## config.mk

```make
export PLATFORM = sky130hd
export DESIGN_NAME = snr_proc_node
export DESIGN_NICKNAME = d
export VERILOG_FILES = /design/src/rtl/snr_pkg.sv /design/src/rtl/lq_fifo.sv /design/src/rtl/fire_gate.sv /design/src/rtl/mealy_accum.sv /design/src/rtl/snr_proc_node.sv
export SDC_FILE = /design/constraint.sdc
export NUM_CORES = 1
export LEC_CHECK = 0
export BUFFER_PORTS_ARGS = -buffer_cell sky130_fd_sc_hd__clkbuf_2
export CAP_MARGIN = 15
export CORE_MARGIN = 1.5
export CORE_UTILIZATION = 50
export DETAILED_ROUTE_END_ITERATION = 8
export GPL_TIMING_DRIVEN = 0
export PLACE_DENSITY_LB_ADDON = 0.3
export SYNTH_ARGS = -nofsm -noshare
export SYNTH_HDL_FRONTEND = slang
export SYNTH_SLANG_ARGS = --single-unit
export TNS_END_PERCENT = 1
```

## constraint.sdc

```tcl
create_clock -name clk -period 3.2 [get_ports clk]
set_input_delay 0.48 -clock clk [delete_from_list [all_inputs] [get_ports clk]]
set_output_delay 0.48 -clock clk [all_outputs]
set_load 0.01 [all_outputs]
```

## src/rtl/snr_pkg.sv

```systemverilog
package snr_pkg;

   typedef enum logic {
      LINK_PLAIN   = 1'b0,
      LINK_DELAYED = 1'b1
   } link_kind_e;

   // queue depth that preserves the synchronous semantics of a link
   function automatic int link_depth(link_kind_e kind);
      return (kind == LINK_DELAYED) ? 2 : 1;
   endfunction

endpackage

```

## src/rtl/lq_fifo.sv

```systemverilog
module lq_fifo
   import snr_pkg::*;
#(
   parameter int              W       = 8,
   parameter bit              DELAYED = 1'b0,
   parameter logic [W-1:0]    INIT    = '0
) (
   input  logic         clk,
   input  logic         rst_n,
   input  logic         put,
   input  logic [W-1:0] put_data,
   input  logic         get,
   output logic [W-1:0] get_data,
   output logic         is_empty,
   output logic         is_full
);

   localparam link_kind_e KIND  = DELAYED ? LINK_DELAYED : LINK_PLAIN;
   localparam int         DEPTH = link_depth(KIND);

   generate
      if (DEPTH == 1) begin : g_one
         logic         vld_q;
         logic [W-1:0] slot_q;

         always_ff @(posedge clk or negedge rst_n) begin
            if (!rst_n) begin
               vld_q  <= 1'b0;
               slot_q <= '0;
            end else if (put && !vld_q) begin
               slot_q <= put_data;
               vld_q  <= 1'b1;
            end else if (get && vld_q) begin
               vld_q  <= 1'b0;
            end
         end

         assign get_data = slot_q;
         assign is_empty = !vld_q;
         assign is_full  = vld_q;
      end else begin : g_two
         logic [W-1:0] mem_q [2];
         logic         rd_q;
         logic         wr_q;
         logic [1:0]   cnt_q;
         logic         do_put;
         logic         do_get;

         assign do_put = put && (cnt_q != 2'd2);
         assign do_get = get && (cnt_q != 2'd0);

         always_ff @(posedge clk or negedge rst_n) begin
            if (!rst_n) begin
               mem_q[0] <= DELAYED ? INIT : '0;
               mem_q[1] <= '0;
               rd_q     <= 1'b0;
               wr_q     <= DELAYED;
               cnt_q    <= DELAYED ? 2'd1 : 2'd0;
            end else begin
               if (do_put) begin
                  mem_q[wr_q] <= put_data;
                  wr_q        <= ~wr_q;
               end
               if (do_get) rd_q <= ~rd_q;
               cnt_q <= cnt_q + 2'(do_put) - 2'(do_get);
            end
         end

         assign get_data = mem_q[rd_q];
         assign is_empty = (cnt_q == 2'd0);
         assign is_full  = (cnt_q == 2'd2);

         // token preloaded for the unit delay is present when reset ends
         p_preload_r2: assert property (@(posedge clk) disable iff (!rst_n)
            $rose(rst_n) |-> (!is_empty && get_data == INIT));
      end
   endgenerate

   // producers respect the full flag, consumers the empty flag
   p_no_overflow_r7: assert property (@(posedge clk) disable iff (!rst_n)
      put |-> !is_full);
   p_no_underflow_r7: assert property (@(posedge clk) disable iff (!rst_n)
      get |-> !is_empty);

endmodule

```

## src/rtl/fire_gate.sv

```systemverilog
module fire_gate #(
   parameter int NI = 2
) (
   input  logic          trig,
   input  logic [NI-1:0] in_empty,
   input  logic          out_full,
   output logic          fire,
   output logic          skip
);

   logic ready;

   always_comb begin
      ready = !out_full;
      for (int i = 0; i < NI; i++) begin
         if (in_empty[i]) ready = 1'b0;
      end
      fire = trig && ready;
      skip = trig && !ready;
   end

endmodule

```

## src/rtl/mealy_accum.sv

```systemverilog
module mealy_accum #(
   parameter int NI = 2,
   parameter int W  = 8
) (
   input  logic            clk,
   input  logic            rst_n,
   input  logic            step,
   input  logic [NI*W-1:0] tokens,
   output logic [W-1:0]    y
);

   logic [W-1:0] acc_q;

   always_comb begin
      y = acc_q;
      for (int i = 0; i < NI; i++) begin
         y = y + tokens[i*W +: W];
      end
   end

   always_ff @(posedge clk or negedge rst_n) begin
      if (!rst_n)    acc_q <= '0;
      else if (step) acc_q <= y;
   end

   // a cycle without a firing step leaves the machine state untouched
   p_hold_state_r4: assert property (@(posedge clk) disable iff (!rst_n)
      !step |=> $stable(acc_q));

endmodule

```

## src/rtl/snr_proc_node.sv

```systemverilog
module snr_proc_node
   import snr_pkg::*;
#(
   parameter int            NI         = 2,
   parameter int            W          = 8,
   parameter logic [NI-1:0] DELAY_MASK = '0,
   parameter logic [W-1:0]  INIT_VAL   = '0
) (
   input  logic            clk,
   input  logic            rst_n,
   input  logic            trig,
   input  logic [NI-1:0]   in_put,
   input  logic [NI*W-1:0] in_data,
   output logic [NI-1:0]   in_full,
   output logic [NI-1:0]   in_empty,
   input  logic            out_full,
   output logic            out_put,
   output logic [W-1:0]    out_data,
   output logic            fired,
   output logic            skipped
);

   localparam int TOK_W = NI * W;

   generate
      if (NI < 1) begin : g_bad_ni
         $error("snr_proc_node: NI must be at least 1");
      end
      if (W < 1) begin : g_bad_w
         $error("snr_proc_node: W must be at least 1");
      end
   endgenerate

   logic [TOK_W-1:0] tokens;
   logic             fire;

   generate
      for (genvar i = 0; i < NI; i++) begin : g_link
         lq_fifo #(
            .W       (W),
            .DELAYED (DELAY_MASK[i]),
            .INIT    (INIT_VAL)
         ) u_q (
            .clk      (clk),
            .rst_n    (rst_n),
            .put      (in_put[i]),
            .put_data (in_data[i*W +: W]),
            .get      (fire),
            .get_data (tokens[i*W +: W]),
            .is_empty (in_empty[i]),
            .is_full  (in_full[i])
         );
      end
   endgenerate

   fire_gate #(.NI(NI)) u_gate (
      .trig     (trig),
      .in_empty (in_empty),
      .out_full (out_full),
      .fire     (fire),
      .skip     (skipped)
   );

   mealy_accum #(.NI(NI), .W(W)) u_fsm (
      .clk    (clk),
      .rst_n  (rst_n),
      .step   (fire),
      .tokens (tokens),
      .y      (out_data)
   );

   assign out_put = fire;
   assign fired   = fire;

   // with rule-sized queues a node holding all inputs never sees a full output
   p_sized_net_r9: assert property (@(posedge clk) disable iff (!rst_n)
      (&(~in_empty)) |-> !out_full);

endmodule

```

# Word level (Yosys, flattened, before mapping)
# Cells that the tools add are included.
[totals] output_inout_bits=15 register_bits=26 in_bits=22
[classes] reduce_logical=12 add_sub_neg=2 n_mux=6
[op_table] op="$add 8x8->8" count=2
[op_table] op="$logic_and 1x1->1" count=6
[op_table] op="$mux 1" count=6
[op_table] op="$logic_not 1->1" count=4
[op_table] op="$reduce_bool 2->1" count=2

# Longest topological paths before layout
[depth] word_depth=7 ltp_mapped=11

# Hierarchy
# Synthesis repeated with hierarchy kept, for this count alone.
[hier_totals] cells_unflattened=116 hier_area_um2=1552.7
[modules_own_cells] mod="mealy_accum" instances=1 cells_each=71 area_per_inst_um2=773.2
[modules_own_cells] mod="lq_fifo" instances=2 cells_each=21 area_per_inst_um2=374.1
[modules_own_cells] mod="fire_gate" instances=1 cells_each=2 area_per_inst_um2=23.8
[modules_own_cells] mod="snr_proc_node" instances=1 cells_each=1 area_per_inst_um2=7.5

# Least setup slack after synthesis
# Ideal clock, no wire load.
[synth_path] kind="register -> output" start="register g_link[0].u_q.g_one.slot_q[1]" end="output out_data[7]" path_buffers=0 setup_slack_ns=0.560 stages_incl_launch_ff=9 arrival_ns=2.160 required_time_ns=2.720 path_cell_list="dfrtp_1 -> fa_1 -> ha_1 -> inv_1 -> fa_1 -> nand2b_2 -> a21oi_1 -> a211oi_2 -> xnor2_1"
[synth_via] elab_chain_cells=2
[synth_lines] element="start: declaration" line="lq_fifo.sv:24" source="logic [W-1:0] slot_q;"
[synth_lines] element="start signal: assignment" line="lq_fifo.sv:31" source="slot_q <= put_data;"
[synth_lines] element="$add 8x8->8 (2 in a row)" line="mealy_accum.sv:17" source="y = y + tokens[i*W +: W];"
[synth_lines] element="end: declaration" line="snr_proc_node.sv:18" source="output logic [W-1:0] out_data,"
# No other way between the ends.

# Worst setup path after layout
# Ends and elaborated chain as after synthesis.

==> metrics.md <==
| Metric | Value |
|---|---|
| Status | complete, no violations |
| Netlist cell types | 27 |
| Postcts setup bufs | 0 |
| Die X | 57.0 µm |
| Placed cell count | 188 |
| First-pass iteration count of the detailed router | 2 |
| Final std cells w/o fill | 192 |
| CTS Buf Count | 3 |
| Vias in the first global route | 1031 |
| Rows | 19 |
| Slowest CP cell | fa_1 |
| Delay-heaviest family, CP | adder cells |
| Area occupied by multi-input gates | 728 µm² |
| Number of hold violations in the final report | 0 |
| WS Path Type | register to primary output |
| FF/Latch Area | 651 µm² |
| Register area share after synthesis | 44.7% |
| Clock skew | 0.00779 ns |
| CTS Hold Buffers Added | 0 |
| Commonest non-fill, non-tap cell in the layout | clkbuf_2 |
| Min-delay worst type | primary input to async pin |
| Crit start category | register |
| Tightest Pin Transition | 0.650 ns |
| Initial Util | 52.8% |
| Reg2reg start | g_link[0].u_q.get_data[1]$_DFFE_PN0P_ |
| Area Growth Syn to Fin | 19.9% |
| CP max FO | 2 |
| Fill count | 239 |
| Root Buffer | clkbuf_4 |
| Final Max Slew Viols | 0 |
| Die ar. | 3250 µm² |
| CTS tree | built |
| Worst-path cell chain | fa_1 -> ha_1 -> inv_1 -> fa_2 -> nand2b_4 -> a21oi_4 -> a211oi_2 -> xnor2_1 -> buf_2 |
| Max-cap violations | 0 |
| Via count | 957 |
| Worst path arrival time | 2.63 ns |
| Antenna violations before repair | 0 |
| Fmax achieved | 322 MHz |
| DRC viols | 0 |
| WP depth | 9 |
| Total gr overflow | 0 |
| RSZ-0062 raised after global routing | true |
| Max clock buf depth | 2 |
| Setup TNS | 0 ns |
| Worst setup EP type | primary output |
| Worst-path clk slew | 0.15 ns |
| Largest net degree at the start of global routing | 27 |
| I/O pin cnt | 37 |
| 1st-iter DRT viols | 21 |
| Core ar. | 2760 µm² |
| Slew headroom | 56.7% |
| Final hold slack | 0.153 ns |
| Synthesized Nets | 157 |
| Worst path bufs/invs | 2 |
| Routed wire per std cell | 13.2 µm |
| Fin nets | 198 |
| Commonest cells after routing, fill and taps aside | clkbuf_2, dfrtp_1, mux2_2 |
| # clock sinks | 26 |
| R2R setup slack | 0.77 ns |
| Post-Syn Instances | 121 |
| Synthesized area | 1460 µm² |
| Post-Route WL | 2530 µm |
| Total global-route track usage | 17.5% |
| Detail Placement HPWL | 1910 µm |
| CP required | 2.72 ns |
| R2r worst-path depth | 9 |
| Worst-skew pair later-pin latency | 0.32 ns |
| Gp weighted congestion | 0.756 |
| Crit path largest cell delay | 0.54 ns |
| # setup viols final | 0 |
| CP Capture Point | out_data[7] |
| Mean Syn Cell Area | 12.0 µm² |
| Yosys reg bits | 26 |
| First-pass GRT wire length | 4390 µm |
| Worst setup path startpoint | g_link[0].u_q.get_data[1]$_DFFE_PN0P_ |
| Final worst-path cycle share | 97.2% |
| Fin crit period | 3.11 ns |
| Antenna viol nets, final | 0 |
| Share of cells above drive strength 1 | 42.9% |
| Routed vias/inst | 4.98 |
| Die H | 57.0 µm |
| Port Buffer Count | 36 |
| Antenna cell count | 0 |
| Number of H-tree levels | 1 |
| Synth warnings | 0 |
| R2r endpoint | u_fsm.acc_q[7]$_DFFE_PN0P_ |
## cell usage after synthesis
cell type | n | area [µm²]
a211oi_2 | 1 | 12.5
a21boi_0 | 1 | 7.51
a21o_1 | 2 | 15.0
a21oi_1 | 4 | 20.0
buf_2 | 2 | 10.0
buf_4 | 5 | 37.5
dfrtp_1 | 26 | 651
fa_1 | 8 | 160
ha_1 | 6 | 75.1
inv_1 | 12 | 45.0
inv_2 | 1 | 3.75
mux2_1 | 3 | 33.8
mux2_2 | 14 | 158
mux2_4 | 1 | 15.0
nand2_1 | 10 | 37.5
nand2b_1 | 1 | 6.26
nand2b_2 | 1 | 8.76
nand3_1 | 1 | 5.00
nand3_2 | 1 | 10.0
nor2_1 | 3 | 11.3
nor2b_1 | 3 | 18.8
o211ai_2 | 1 | 12.5
o21ai_0 | 4 | 20.0
o21ai_1 | 1 | 5.00
o21bai_1 | 1 | 7.51
xnor2_1 | 5 | 43.8
xor2_1 | 3 | 26.3
## sequential cells by signal, indices dropped and copies added, names as in the netlist
signal,flops
g_link.u_q.is_full,2
g_link.u_q.get_data,16
u_fsm.acc_q,8
## cell type report
type / instances / area share (%)
plain buffers: 7 / 2.72
clock buffers: 3 / 1.29
clock inverters: 1 / 1.72
inverters: 13 / 2.79
multi-input cells: 75 / 41.7
flip-flops and latches: 26 / 37.2
well taps: 31 / 2.22
repair buffers: 36 / 10.3
## what timing repair did
item	4_1_cts	5_1_grt
endpoints found under the setup margin	1	2
pin swaps	1	2
resized for setup	1	4
## per-layer routing
| layer | vias to the layer above | GRT usage (%) | wire length [µm] |
|---|---|---|---|
| met5 | - | 0 | 0 |
| met2 | 19 | 32.0 | 1370 |
| met1 | 467 | 21.7 | 1040 |
| met4 | 0 | 4.98 | 34 |
| met3 | 5 | 2.04 | 81 |
| li1 | 466 | - | - |
## worst register-to-register path, stage by stage (launching register included)
cell      delay, ns
dfrtp_1        0.43
fa_1           0.54
ha_1           0.18
inv_1          0.06
fa_2           0.35
nand2b_4       0.16
a21oi_4        0.15
a211oi_2       0.05
xnor2_1        0.15
mux2_4         0.26
## stage by stage
step           util, %  setup WS [ns]  area (µm²)
2_1_floorplan        -          0.560        1460
3_3_place_gp      60.8          0.389        1680
3_5_place_dp      60.8          0.352        1680
4_1_cts           62.8        0.00592        1730
5_1_grt           63.3        -0.0228        1750
6_report          63.3         0.0912        1750
## worst min path at each step
| stage | end | slack (ns) | cells past startpoint |
|---|---|---|---|
| after floorplan | g_link[0].u_q.get_data[0]$_DFFE_PN0P_ | 0.18 | 0 |
| after global placement | u_fsm.acc_q[0]$_DFFE_PN0P_ | 0.46 | 2 |
| after detailed placement | u_fsm.acc_q[1]$_DFFE_PN0P_ | 0.48 | 2 |
| after CTS | g_link[1].u_q.get_data[2]$_DFFE_PN0P_ | 0.18 | 1 |
| after global routing | g_link[0].u_q.get_data[1]$_DFFE_PN0P_ | 0.19 | 1 |
| final | g_link[1].u_q.get_data[2]$_DFFE_PN0P_ | 0.15 | 1 |
## cell families (layout without fill, tap and decap cells)
kind of cell | Yosys count | after routing | synth area share [%]
AOI/OAI and AO/OA | 15 | 15 | 6.87
xor gates and xnor gates | 8 | 8 | 4.81
adders and majority gates | 14 | 14 | 16.2
buffers and inverters | 20 | 60 | 6.61
DFF | 26 | 26 | 44.7
muxes | 18 | 18 | 14.2
and+or+nand+nor | 20 | 20 | 6.70
Power is left out: the tool's default activity adds up to more than one toggle a clock period on the data nets, which glitch-free logic cannot reach.
